File: config.mk
export PLATFORM = sky130hd
export DESIGN_NAME = psw_reg
export DESIGN_NICKNAME = d
export VERILOG_FILES = /design/src/rtl/psw_pkg.sv /design/src/rtl/psw_bank_reg.sv /design/src/rtl/psw_flag_reg.sv /design/src/rtl/psw_health_reg.sv /design/src/rtl/psw_reg.sv
export SDC_FILE = /design/constraint.sdc
export NUM_CORES = 1
export LEC_CHECK = 0
export ABC_AREA = 1
export ABC_CLOCK_PERIOD_IN_PS = 800
export BUFFER_PORTS_ARGS = -buffer_cell sky130_fd_sc_hd__buf_2
export CAP_MARGIN = 0
export CORE_AREA = 2 2 39 41
export CTS_CLUSTER_DIAMETER = 80
export DETAILED_ROUTE_END_ITERATION = 12
export DIE_AREA = 0 0 41 43
export PLACE_DENSITY_LB_ADDON = 0.1
export SYNTH_ARGS = -nofsm -noshare
export SYNTH_HDL_FRONTEND = slang
export SYNTH_SLANG_ARGS = --single-unit
File: constraint.sdc
create_clock -name clk -period 0.8 [get_ports clk]
set_input_delay 0.08 -clock clk [delete_from_list [all_inputs] [get_ports clk]]
set_output_delay 0.08 -clock clk [all_outputs]
set_load 0.02 [all_outputs]
File: src/rtl/psw_pkg.sv
// Package: shared widths, bit positions and the resolved health-event type
// for the processor status word. Assumes an 8-bit word with bank bits on top.
package psw_pkg;
    localparam int PSW_W   = 8;
    localparam int BANK_W  = 3;
    localparam int FLAG_W  = 3;
    localparam int POS_TO  = 4;
    localparam int POS_PD  = 3;
    localparam int BANK_LO = PSW_W - BANK_W;

    // Reset value of the whole word: only the two health bits are set.
    localparam logic [PSW_W-1:0] PSW_RST = (PSW_W'(1) << POS_TO) | (PSW_W'(1) << POS_PD);

    // Health-bit event after priority resolution.
    typedef enum logic [2:0] {
        HEV_NONE,
        HEV_SLEEP,
        HEV_WDCLR,
        HEV_TMO,
        HEV_PWRUP
    } health_ev_e;

    // Packed view of the status word, MSB first.
    typedef struct packed {
        logic [BANK_W-1:0] bank;
        logic              no_tmo;
        logic              no_pdn;
        logic [FLAG_W-1:0] flags;
    } psw_t;
endpackage

File: src/rtl/psw_bank_reg.sv
// Bank-select field of the status word. Any instruction write loads it;
// nothing else changes it. Assumes the caller slices the proper data bits.
module psw_bank_reg #(
    parameter int W = 3
) (
    input  logic         clk,
    input  logic         rst_n,
    input  logic         wr_en,
    input  logic [W-1:0] wr_bits,
    output logic [W-1:0] bank_q
);
    // Bank storage: cleared on reset, loaded on every write.
    always_ff @(posedge clk) begin
        if (!rst_n)
            bank_q <= '0;
        else if (wr_en)
            bank_q <= wr_bits;
    end
endmodule

File: src/rtl/psw_flag_reg.sv
// Arithmetic flag field. Each flag takes the ALU value when its update is
// enabled. A write reaches the flags only when no update is enabled in that
// cycle, so an instruction that sets flags cannot overwrite them with its data.
module psw_flag_reg #(
    parameter int N = 3
) (
    input  logic         clk,
    input  logic         rst_n,
    input  logic         wr_en,
    input  logic [N-1:0] wr_bits,
    input  logic [N-1:0] upd,
    input  logic [N-1:0] alu,
    output logic [N-1:0] flags_q
);
    logic wr_guard;

    // Any flag update in this cycle protects all flags from written data.
    always_comb wr_guard = |upd;

    for (genvar i = 0; i < N; i++) begin : g_flag
        // One flag bit: ALU value, then unguarded write, else hold.
        always_ff @(posedge clk) begin
            if (!rst_n)
                flags_q[i] <= 1'b0;
            else if (upd[i])
                flags_q[i] <= alu[i];
            else if (wr_en && !wr_guard)
                flags_q[i] <= wr_bits[i];
        end
    end
endmodule

File: src/rtl/psw_health_reg.sv
// Time-out and power-down bits. Instruction writes never reach them; only
// event strobes do. Simultaneous events resolve as power-up, time-out,
// watchdog clear, then sleep.
module psw_health_reg
    import psw_pkg::*;
(
    input  logic clk,
    input  logic rst_n,
    input  logic ev_pwrup,
    input  logic ev_wdclr,
    input  logic ev_sleep,
    input  logic ev_tmo,
    output logic no_tmo_q,
    output logic no_pdn_q
);
    health_ev_e ev_win;

    // Pick the single event that takes effect this cycle.
    always_comb begin
        if (ev_pwrup)      ev_win = HEV_PWRUP;
        else if (ev_tmo)   ev_win = HEV_TMO;
        else if (ev_wdclr) ev_win = HEV_WDCLR;
        else if (ev_sleep) ev_win = HEV_SLEEP;
        else               ev_win = HEV_NONE;
    end

    // Apply the winning event to the two health bits.
    always_ff @(posedge clk) begin
        if (!rst_n) begin
            no_tmo_q <= 1'b1;
            no_pdn_q <= 1'b1;
        end else begin
            case (ev_win)
                HEV_PWRUP, HEV_WDCLR: begin
                    no_tmo_q <= 1'b1;
                    no_pdn_q <= 1'b1;
                end
                HEV_TMO:   no_tmo_q <= 1'b0;
                HEV_SLEEP: begin
                    no_tmo_q <= 1'b1;
                    no_pdn_q <= 1'b0;
                end
                default: ;
            endcase
        end
    end
endmodule

File: src/rtl/psw_reg.sv
// Processor status word register. Merges instruction writes, ALU flag
// updates and health events into one registered byte. Assumes the ALU
// presents flag values and enables in the cycle the instruction retires.
module psw_reg
    import psw_pkg::*;
(
    input  logic              clk,
    input  logic              rst_n,
    input  logic              wr_en,
    input  logic [PSW_W-1:0]  wr_data,
    input  logic [FLAG_W-1:0] flag_upd,
    input  logic [FLAG_W-1:0] alu_flags,
    input  logic              ev_powerup,
    input  logic              ev_wdt_clear,
    input  logic              ev_sleep,
    input  logic              ev_wdt_timeout,
    output logic [PSW_W-1:0]  status_q
);
    psw_t word;

    psw_bank_reg #(.W(BANK_W)) i_bank (
        .clk     (clk),
        .rst_n   (rst_n),
        .wr_en   (wr_en),
        .wr_bits (wr_data[PSW_W-1:BANK_LO]),
        .bank_q  (word.bank)
    );

    psw_health_reg i_health (
        .clk      (clk),
        .rst_n    (rst_n),
        .ev_pwrup (ev_powerup),
        .ev_wdclr (ev_wdt_clear),
        .ev_sleep (ev_sleep),
        .ev_tmo   (ev_wdt_timeout),
        .no_tmo_q (word.no_tmo),
        .no_pdn_q (word.no_pdn)
    );

    psw_flag_reg #(.N(FLAG_W)) i_flags (
        .clk     (clk),
        .rst_n   (rst_n),
        .wr_en   (wr_en),
        .wr_bits (wr_data[FLAG_W-1:0]),
        .upd     (flag_upd),
        .alu     (alu_flags),
        .flags_q (word.flags)
    );

    // Present the packed word on the output.
    always_comb status_q = word;
endmodule

# --- Word-level counts from Yosys, hierarchy flattened ---
# Index checks and enable logic that the tools add are counted.
word_totals:
  register_bits: 8
  output_inout_bits: 8
  word_cells: 32
op_classes:
  eq_ne: 4
  n_mux: 12
  reduce_logical: 10
ops:
  columns: ["cell", "count"]
  rows:
  - ["nonzero test 2 bit", 5]
  - ["2-to-1 mux 3 bit", 3]
  - ["2-to-1 mux 1 bit", 7]
  - ["equality test 3 x 2 -> 1 bit, second input constant", 2]
  - ["OR reduction 3 bit", 2]
  - ["one-hot mux 1 bit (2 select lines)", 2]
  - ["equality test 3 x 1 -> 1 bit, second input constant", 1]
  - ["equality test 3 bit, second input constant", 1]
  - ["OR reduction 2 bit", 1]
  - ["logical AND 1 bit", 1]
  - ["logical NOT 1 bit", 1]

# --- Longest topological paths before layout ---
# Gate-level depths: netlist of the first run.
logic_depth:
  ltp_word: 7
  mapped_depth: 6
  mapped_depth_nobuf: 6

# --- Hierarchy ---
# From an unflattened synthesis of the first run, not the netlist that was laid out.
hier_totals:
  cells_unflattened: 67
  hier_area_um2: 411.6
modules_own_cells:
  columns: ["module", "instances", "cells_per_inst", "area_each_um2"]
  rows:
  - ["psw_flag_reg", 1, 30, 177.7]
  - ["psw_health_reg", 1, 19, 117.6]
  - ["psw_bank_reg", 1, 18, 116.4]

# --- Least setup slack after synthesis of the first run ---
# OpenSTA, ideal clock, no wires.
synth_path:
  path_kind: "reg2reg"
  startpoint: "register i_flags.flags_q[0] (netlist name)"
  endpoint: "register i_flags.flags_q[0]"
  setup_time_ns: 0.064
  arrival_time_ns: 0.690
  t_required_ns: 0.736
  slack_ns: 0.046
  stages_incl_launch_ff: 5
  n_path_buf: 0
  cell_sequence: "dfxtp_1 -> inv_1 -> a21oi_1 -> nor2_1 -> nor2_1"
synth_rtl:
  columns: ["item", "line_no", "source"]
  rows:
  - ["end signal: indexed assignment", "psw_flag_reg.sv:26", "flags_q[i] <= alu[i];"]
  - ["end signal: indexed assignment", "psw_flag_reg.sv:28", "flags_q[i] <= wr_bits[i];"]
  - ["end: declaration", "psw_flag_reg.sv:13", "output logic [N-1:0] flags_q"]

# --- Worst setup path in the final report of the first run ---
layout_path:
  startpoint: "register i_bank.bank_q[2]"
  endpoint: "output port status_q[7]"
layout_rtl:
  columns: ["item", "line_no", "source"]
  rows:
  - ["start: declaration", "psw_bank_reg.sv:10", "output logic [W-1:0] bank_q"]
  - ["start signal: assignment", "psw_bank_reg.sv:17", "bank_q <= wr_bits;"]
  - ["end: declaration", "psw_reg.sv:17", "output logic [PSW_W-1:0] status_q"]
# No word-level cell between the ends.

==> metrics, run 1 <==
routability congestion estimate=approximately 0.64; R2R cell count=4; Cell Rows=14; Final Max Slew Viols=0; commonest cells after routing, fill and taps aside=buf_2 (18), nor2_1 (13), inv_1 (10), dfxtp_2 (8), buf_6 (8); Skew-Pair Late Insertion Delay=250 ps; clock skew=0 ps; Worst EP arrival=690 ps; port bufs=26; final worst slack=29.3 ps; antenna-violating nets left=0; Nets=110; WP buf/inv=1; synth warn=0; DRC viols=0; distinct cell type count after synthesis=13; Final Hold Viols=0; CTS Hold Bufs=0; Cell Area, Synth=402 um^2; crit-path cells=buf_6; FMAX=1300 MHz; worst hold path class=in2reg; Total GRT Usage=13.5%; Levels on crit path=1; Routed WL per cell=8.36 um; Final Critical Period=771 ps; pwr dens=1530 mW/mm^2; Max Buffers Root-to-Sink=2; Syn Nets=approximately 80; Initial DRC Count=4; fillers=around 150; critical path required time=720 ps; vias per inst=4.19; max cap viols=0; worst r2r dst=i_flags.flags_q[2]$_SDFFE_PN0P_; grt total ovfl=0; Reg-to-Reg Start=i_flags.flags_q[2]$_SDFFE_PN0P_; hold slack=52.2 ps; max_slew headroom=88.8%; Post-Syn Instances=between 50 and 60; CTS Sinks=8; die area=0.00176 mm^2; Worst path slowest cell=dfxtp_2; end point of the critical path=status_q[7]; CTS tree=built; endpoints failing setup=0; IO Pins=29; Die X=between 40 and 50 um; First-pass DRT Iterations=2; status=complete, no violations; Crit path max-delay family=flip-flops; register area share after synthesis=39.9%; # Post-CTS Setup Buffers=0; share of layout cells above drive strength 1=48.3%; final period utilization=between 90% and 100%; global-route wire length before repair=around 1.6 mm; Post-Place Setup Slack=between 50 and 60 ps; LEAKAGE=0.000337 uW; kind of critical path=reg2out; Critical Path End Type=output port; Post-Syn Area per Cell=6.92 um^2; CP Launch Type=flip-flop; Synth Register Bits=8; Worst Setup SP=i_bank.bank_q[2]$_SDFFE_PN0P_; area growth from synthesis to layout=57.9%; IR drop worst, VDD=about 0.77 mV; Crit Path Max Fanout=2; final WL=861 um; initial antenna violation count=0; RSZ-0062 raised after global routing=yes; commonest non-fill, non-tap cell in the layout=buf_2; slowest cell delay on critical path=320 ps; CTS HTree Levels=1; diode count=0; clk slew on worst S/H paths=50 ps; Sum Neg Setup Slack=0 ps; die height=43 um; hpwl dp=697 um; Initial Util=29.0%; vias in the first global route=433; Num CTS Buffers=3; CTS Root Cell=clkbuf_4; largest net degree at the start of global routing=7; Worst-Margin Slew=169 ps; Core Area=approximately 0.0014 mm^2; flop2flop setup slack=roughly 130 ps; via count=432
[logic make-up (layout without fill, tap and decap cells)]
| family | after synthesis | after routing | synth area share, % |
|---|---|---|---|
| DFF | 8 | 8 | 39.9 |
| and+or+nand+nor | 25 | 25 | 31.2 |
| buffers and inverters | 13 | 42 | 14.0 |
| AOI/OAI and AO/OA | 12 | 12 | 15.0 |
[synthesized netlist by cell type (all sizes together)]
cell / count / area (um^2)
inv: 11 / 41.3
nor2: 15 / 80.1
o21ai: 8 / 40.0
nand2: 6 / 22.5
nand3b: 1 / 7.51
dfxtp: 8 / 160
nand3: 3 / 15.0
a21oi: 4 / 20.0
buf: 2 / 15.0
[registers in the layout, indices dropped and copies added, names as in the netlist]
name               flops
i_bank.bank_q          3
i_flags.flags_q        3
i_health.no_pdn_q      1
i_health.no_tmo_q      1
[where the power goes]
group	leakage, uW	internal, uW	total, uW	switching (uW)
registers	0.0000672	430	446	16.0
logic	0.000256	115	228	113
clock network	0.0000138	171	297	126
[worst min path at each step]
stage / startpoint / endpoint / slack [ps] / depth (start not counted)
final: wr_data[7] / i_bank.bank_q[2]$_SDFFE_PN0P_ / 50 / 3
after global routing: ev_wdt_clear / i_health.no_tmo_q$_SDFFE_PN1P_ / 80 / 3
after CTS: wr_data[7] / i_bank.bank_q[2]$_SDFFE_PN0P_ / 40 / 3
after detailed placement: wr_data[7] / i_bank.bank_q[2]$_SDFFE_PN0P_ / 320 / 3
after global placement: wr_data[7] / i_bank.bank_q[2]$_SDFFE_PN0P_ / 300 / 3
after floorplan: ev_wdt_clear / i_health.no_tmo_q$_SDFFE_PN1P_ / 210 / 2
[metrics by stage]
stage | utilization, % | instance area [um^2] | power [uW] | std cells
after floorplan | - | 402 | 551 | 58
after global placement | 39.9 | 552 | 643 | 100
after detailed placement | 39.9 | 552 | 645 | 100
after CTS | 45.5 | 629 | 998 | 103
after global routing | 45.8 | 634 | 1040 | 103
final | 45.8 | 634 | 971 | 103
[area by class of cell]
class | instances | area (um^2) | share of cell area, %
flip-flops and latches | 8 | 170 | 26.8
repair buffers | 28 | 195 | 30.8
clock buffers | 3 | 22.5 | 3.55
multi-input cells | 37 | 185 | 29.2
inverters | 11 | 41.3 | 6.51
well taps | 16 | 20.0 | 3.16
[metal layers]
metal	part of all wire, %	GRT usage [%]	up-vias	routed length [um]
met5	0	0	-	0
met1	45	15.3	183	388
li1	-	-	235	-
met4	0	4.00	0	0
met3	9.5	9.42	0	82
met2	45	19.7	14	389
[what timing repair did]
action | in CTS | in global routing
setup endpoints to repair | 8 | 6
gates resized for setup | 22 | 2
cloned | 0 | 0
Note: power is estimated with default switching activity, not from simulation.
==> run 2, diff against run 1 <==
CELL_PAD_IN_SITES_DETAIL_PLACEMENT = 1   (was not set)
CELL_PAD_IN_SITES_GLOBAL_PLACEMENT = 1   (was not set)
CORE_AREA = not set   (was 2 2 39 41)
CORE_UTILIZATION = 24   (was not set)
DIE_AREA = not set   (was 0 0 41 43)
REMOVE_ABC_BUFFERS = 1   (was not set)
==> run 2 against run 1 <==
Core utilization fell by 4.7 points. Global-route usage rose by 0.090 points. Setup slack got worse by 12 ps. Combinational power rose by 2%. Die area rose by 4.4%. Via count rose by 3.2%. Sequential power barely moved. Critical endpoint is now status_q[1]. Largest cell class unchanged. Highest routed layer is now met4.
==> metrics, run 2 (synthesis gave the netlist of run 1 again) <==
die area=0.00184 mm^2 (+4.4%); clk slew on worst S/H paths=50 ps (about the same); kind of critical path=reg2out; Final Critical Period=783 ps (+12.1 ps); First-pass DRT Iterations=2 (unchanged); R2R cell count=4 (unchanged); Final Max Slew Viols=0 (unchanged); Final Hold Viols=0 (unchanged); area growth from synthesis to layout=57.9% (unchanged); CTS Hold Bufs=0 (unchanged); Die X=42.9 um (+4.7%); die height=42.9 um (-0.21%); final worst slack=17.2 ps (-12.1 ps); final core occ=41.2% (-4.7 points); clock skew=0 ps (unchanged); Worst Setup SP=i_flags.flags_q[1]$_SDFFE_PN0P_; Largest regs=i_bank.bank_q: 3 flops, i_flags.flags_q: 3 flops; Crit path max-delay family=flip-flops; RSZ-0062 raised after global routing=yes; Nets=110 (unchanged); crit-path cells=buf_6; Critical Path End Type=output port; Levels on crit path=1 (unchanged); hold slack=46.8 ps (-5.36 ps); clock group share of total power=30.9% (+0.3 points); post-route cell area=634 um^2 (unchanged); commonest cells after routing, fill and taps aside=buf_2 (18), nor2_1 (13), inv_1 (10), dfxtp_2 (8), buf_6 (8); final period utilization=97.8% (+1.5 points); register share of total power=45.4% (-0.5 points); Cell Rows=14 (unchanged); Worst Hold Depth=3 (unchanged); slowest cell delay on critical path=340 ps (+20 ps); Worst-Margin Slew=158 ps (-10.5 ps); Worst EP arrival=700 ps (about the same); max cap viols=0 (unchanged); hpwl dp=830 um (+19%); CTS Sinks=8 (unchanged); Reg area=170 um^2 (unchanged); FMAX=1280 MHz (-1.5%); routability congestion estimate=0.755 (+19%); WP buf/inv=1 (unchanged); endpoints failing setup=0 (unchanged); final WL=1.05 mm (+21%); initial antenna violation count=0 (unchanged); critical path required time=720 ps (about the same); status=complete, no violations; Comb pwr share=23.6% (about the same); Max Buffers Root-to-Sink=2 (unchanged); largest net degree at the start of global routing=7 (unchanged); IR drop worst, VDD=1.28 mV (+65%); CP Launch Type=flip-flop; DP Area=552 um^2 (unchanged); Total GRT Usage=13.6% (+0.090 points); diode count=0 (unchanged); worst hold path class=in2reg; CTS Root Cell=clkbuf_4; global-route wire length before repair=1.79 mm (+14%); CTS HTree Levels=1 (unchanged); Initial DRC Count=3 (-1); Num CTS Buffers=3 (unchanged); Worst path slowest cell=dfxtp_2; max_slew headroom=89.4% (+0.59 points); share of layout cells above drive strength 1=48.3% (unchanged); vias per inst=4.33 (+3.2%); vias in the first global route=430 (-0.69%); LEAKAGE=0.000337 uW (unchanged); Int Power=717 uW (about the same); Routed WL per cell=10.1 um (+21%); port bufs=26 (unchanged); Net Sw Frac=27.2% (+0.91 points); Skew-Pair Late Insertion Delay=250 ps (about the same); Reg-to-Reg Start=i_flags.flags_q[1]$_SDFFE_PN0P_; antenna-violating nets left=0 (unchanged); via count=446 (+3.2%); Sum Neg Setup Slack=0 ps (unchanged); commonest non-fill, non-tap cell in the layout=buf_2; Crit Path Max Fanout=2 (unchanged); HP Start=wr_data[7]; multi-input logic area=185 um^2 (unchanged); Core Area=0.00154 mm^2 (+11%); fillers=209 (+44%); CTS tree=built; IO Pins=29 (unchanged); Psw=267 uW (+4.8%); Initial Util=26.1% (-3.0 points); Post-Place Setup Slack=52.3 ps (-5.55 ps); pwr dens=1550 mW/mm^2 (+1.3%); DRC viols=0 (unchanged); grt total ovfl=0 (unchanged)
-- run 2: cell counts in the layout (fill, tap and decap cells not counted) --
Identical to the previous run, type by type.
-- run 2: cell type report --
type / count / area share [%]
well taps: 16 / 3.16
flip-flops and latches: 8 / 26.8
repair buffers: 28 / 30.8
clock buffers: 3 / 3.55
inverters: 11 / 6.51
multi-input cells: 37 / 29.2
-- run 2: per-layer routing --
metal  global-route usage, %  vias up  share of wire, %
li1                        -      237                 -
met1                    14.8      189                45
met2                    21.8       18                45
met3                    8.51        2               9.0
met4                    3.75        0               1.1
met5                       0        -                 0
-- run 2: worst paths after layout --
| check | end | slack, ps |
|---|---|---|
| max | status_q[1] | 20 |
| min | i_bank.bank_q[2]$_SDFFE_PN0P_ | 50 |
| max reg2reg | i_flags.flags_q[1]$_SDFFE_PN0P_ | 110 |
| min reg2reg | i_bank.bank_q[2]$_SDFFE_PN0P_ | 510 |
-- run 2: timing repair --
item / CTS / global route
pin swaps: 0 / 0
endpoints found under the setup margin: 8 / 5
resized for setup: 20 / 4
setup buffers: 0 / 0
-- run 2: per-stage QoR --
step,total power (uW),instances
after floorplan,546,56
after global placement,646,100
after detailed placement,650,100
after CTS,999,103
after global routing,1050,103
final,984,103
-- run 2: power by group through the flow --
stage / logic, uW / registers [uW] / clock network, uW
5_1_grt: 261 / 449 / 337
3_3_place_gp: 202 / 443 / 0
4_1_cts: 234 / 446 / 319
2_1_floorplan: 70.2 / 476 / 0
6_report: 232 / 447 / 304
3_5_place_dp: 206 / 444 / 0
-- run 2: worst min-delay path, stage by stage --
cell and delay, ps:
buf_2 70, nor2_1 30, nor2_1 80
==> run 3, diff against run 2 <==
==> constraint.sdc (replaced) <==
create_clock -name clk -period 0.8 [get_ports clk]
set_input_delay 0.08 -clock clk [delete_from_list [all_inputs] [get_ports clk]]
set_output_delay 0.08 -clock clk [all_outputs]
set_load 0.01 [all_outputs]
==> run 3 against run 2 <==
Global-route usage down 0.18 points. Sequential cell count is the same. Clock skew did not move. Sequential share of layout area grew 1.2 points. Die area stayed put. Largest power group unchanged.
==> metrics, run 3 (synthesis gave the netlist of run 1 again) <==
clk slew on worst S/H paths=50 ps (about the same); initial antenna violation count=0 (unchanged); Crit path max-delay family=flip-flops; Initial Util=26.1% (unchanged); commonest non-fill, non-tap cell in the layout=buf_2; global-route wire length before repair=1.76 mm (-2.0%); Crit Path Max Fanout=2 (unchanged); crit-path cells=buf_2; First-pass DRT Iterations=2 (unchanged); DRC viols=0 (unchanged); port bufs=26 (unchanged); largest net degree at the start of global routing=7 (unchanged); Initial DRC Count=2 (-1); Critical Path End Type=output port; routability congestion estimate=0.755 (unchanged); Worst path slowest cell=dfxtp_1; post-route cell area=602 um^2 (-5.1%); critical path required time=720 ps (about the same); status=complete, no violations; Skew-Pair Late Insertion Delay=250 ps (about the same); endpoints failing setup=0 (unchanged); die area=0.00184 mm^2 (unchanged); overall power=944 uW (-4.1%); Sum Neg Setup Slack=0 ps (unchanged); max_slew headroom=89.4% (about the same); final period utilization=96.6% (-1.3 points); Max Buffers Root-to-Sink=2 (unchanged); commonest cells after routing, fill and taps aside=buf_2 (23), nor2_1 (13), inv_1 (10), o21ai_0 (7), dfxtp_2 (7); die height=42.9 um (unchanged); grt total ovfl=0 (unchanged); kind of critical path=reg2out; Nets=110 (unchanged); max cap viols=0 (unchanged); LEAKAGE=0.000327 uW (-3.0%); CTS Root Cell=clkbuf_4; FMAX=1290 MHz (+1.3%); Final Critical Period=773 ps (-10.1 ps); CP Launch Type=flip-flop; share of layout cells above drive strength 1=47.1% (-1.1 points); area growth from synthesis to layout=49.8%; pwr dens=1570 mW/mm^2 (+1.1%); Core Area=0.00154 mm^2 (unchanged); CTS tree=built; final WL=1.04 mm (-0.19%); CTS HTree Levels=1 (unchanged); hpwl dp=830 um (unchanged); antenna-violating nets left=0 (unchanged); vias in the first global route=422 (-1.9%); Largest regs=i_bank.bank_q: 3 flops, i_flags.flags_q: 3 flops; Worst-Margin Slew=158 ps (+0.0162 ps); Die X=42.9 um (unchanged); Routed WL per cell=10.1 um (-0.19%); Num CTS Buffers=3 (unchanged); Final Hold Viols=0 (unchanged); diode count=0 (unchanged); vias per inst=4.31 (-0.45%); worst hold path class=in2reg; clock skew=0 ps (unchanged); Final Max Slew Viols=0 (unchanged); via count=444 (-0.45%); Worst EP arrival=690 ps (about the same); DP Area=552 um^2 (unchanged); CTS Sinks=8 (unchanged); WP buf/inv=1 (unchanged); IO Pins=29 (unchanged); RSZ-0062 raised after global routing=no; Cell Rows=14 (unchanged); slowest cell delay on critical path=320 ps (-20 ps); IR drop worst, VDD=1.27 mV (-0.55%); Total GRT Usage=13.4% (-0.18 points)
-- run 3: changes by cell type in the layout (fill, tap and decap cells not counted) --
cell,change
buf_2,+5
buf_6,-5
dfxtp_2,-1
dfxtp_1,+1
-- run 3: final timing paths --
kind / start / endpoint / slack (ps) / cells past startpoint
worst min register to register: i_bank.bank_q[1]$_SDFFE_PN0P_ / i_bank.bank_q[1]$_SDFFE_PN0P_ / 500 / 2
worst max-delay path: i_health.no_pdn_q$_SDFFE_PN1P_ / status_q[3] / 30 / 1
worst max register to register: i_flags.flags_q[1]$_SDFFE_PN0P_ / i_flags.flags_q[1]$_SDFFE_PN0P_ / 110 / 4
worst min-delay path: wr_data[7] / i_bank.bank_q[2]$_SDFFE_PN0P_ / 50 / 3
-- run 3: area by class of cell --
cell class                      count  area [um^2]
Fill cell                         214          940
Multi-Input combinational cell     37          185
Sequential cell                     8          169
Timing Repair Buffer               28          164
Inverter                           11         41.3
Clock buffer                        3         22.5
Tap cell                           16         20.0
-- run 3: power by group --
part	leakage [uW]	total, uW	switching, uW	internal [uW]
registers	0.0000677	443	13.8	430
clock network	0.0000138	305	133	171
logic	0.000246	196	98.0	98.0
-- run 3: repair_timing --
item,CTS,global route
hold endpoints to repair,0,0
setup buffers,0,0
setup endpoints to repair,3,7
resized for setup,3,7
hold buffers,0,0
-- run 3: layer usage --
metal	part of all wire [%]	GRT usage (%)	vias to the layer above
li1	-	-	237
met2	45	21.8	18
met4	1.1	3.75	0
met3	9.3	7.66	2
met5	0	0	-
met1	45	14.8	187
-- run 3: per-stage QoR --
stage | hold slack (ps) | setup WS, ps | util (%) | cells
3_5_place_dp | 312 | 52.3 | 35.8 | 100
6_report | 46.6 | 27.3 | 39.0 | 103
3_3_place_gp | 303 | 50.4 | 35.8 | 100
2_1_floorplan | 214 | 124 | - | 56
4_1_cts | 45.9 | 6.79 | 37.5 | 103
5_1_grt | 82.0 | 1.94 | 39.0 | 103
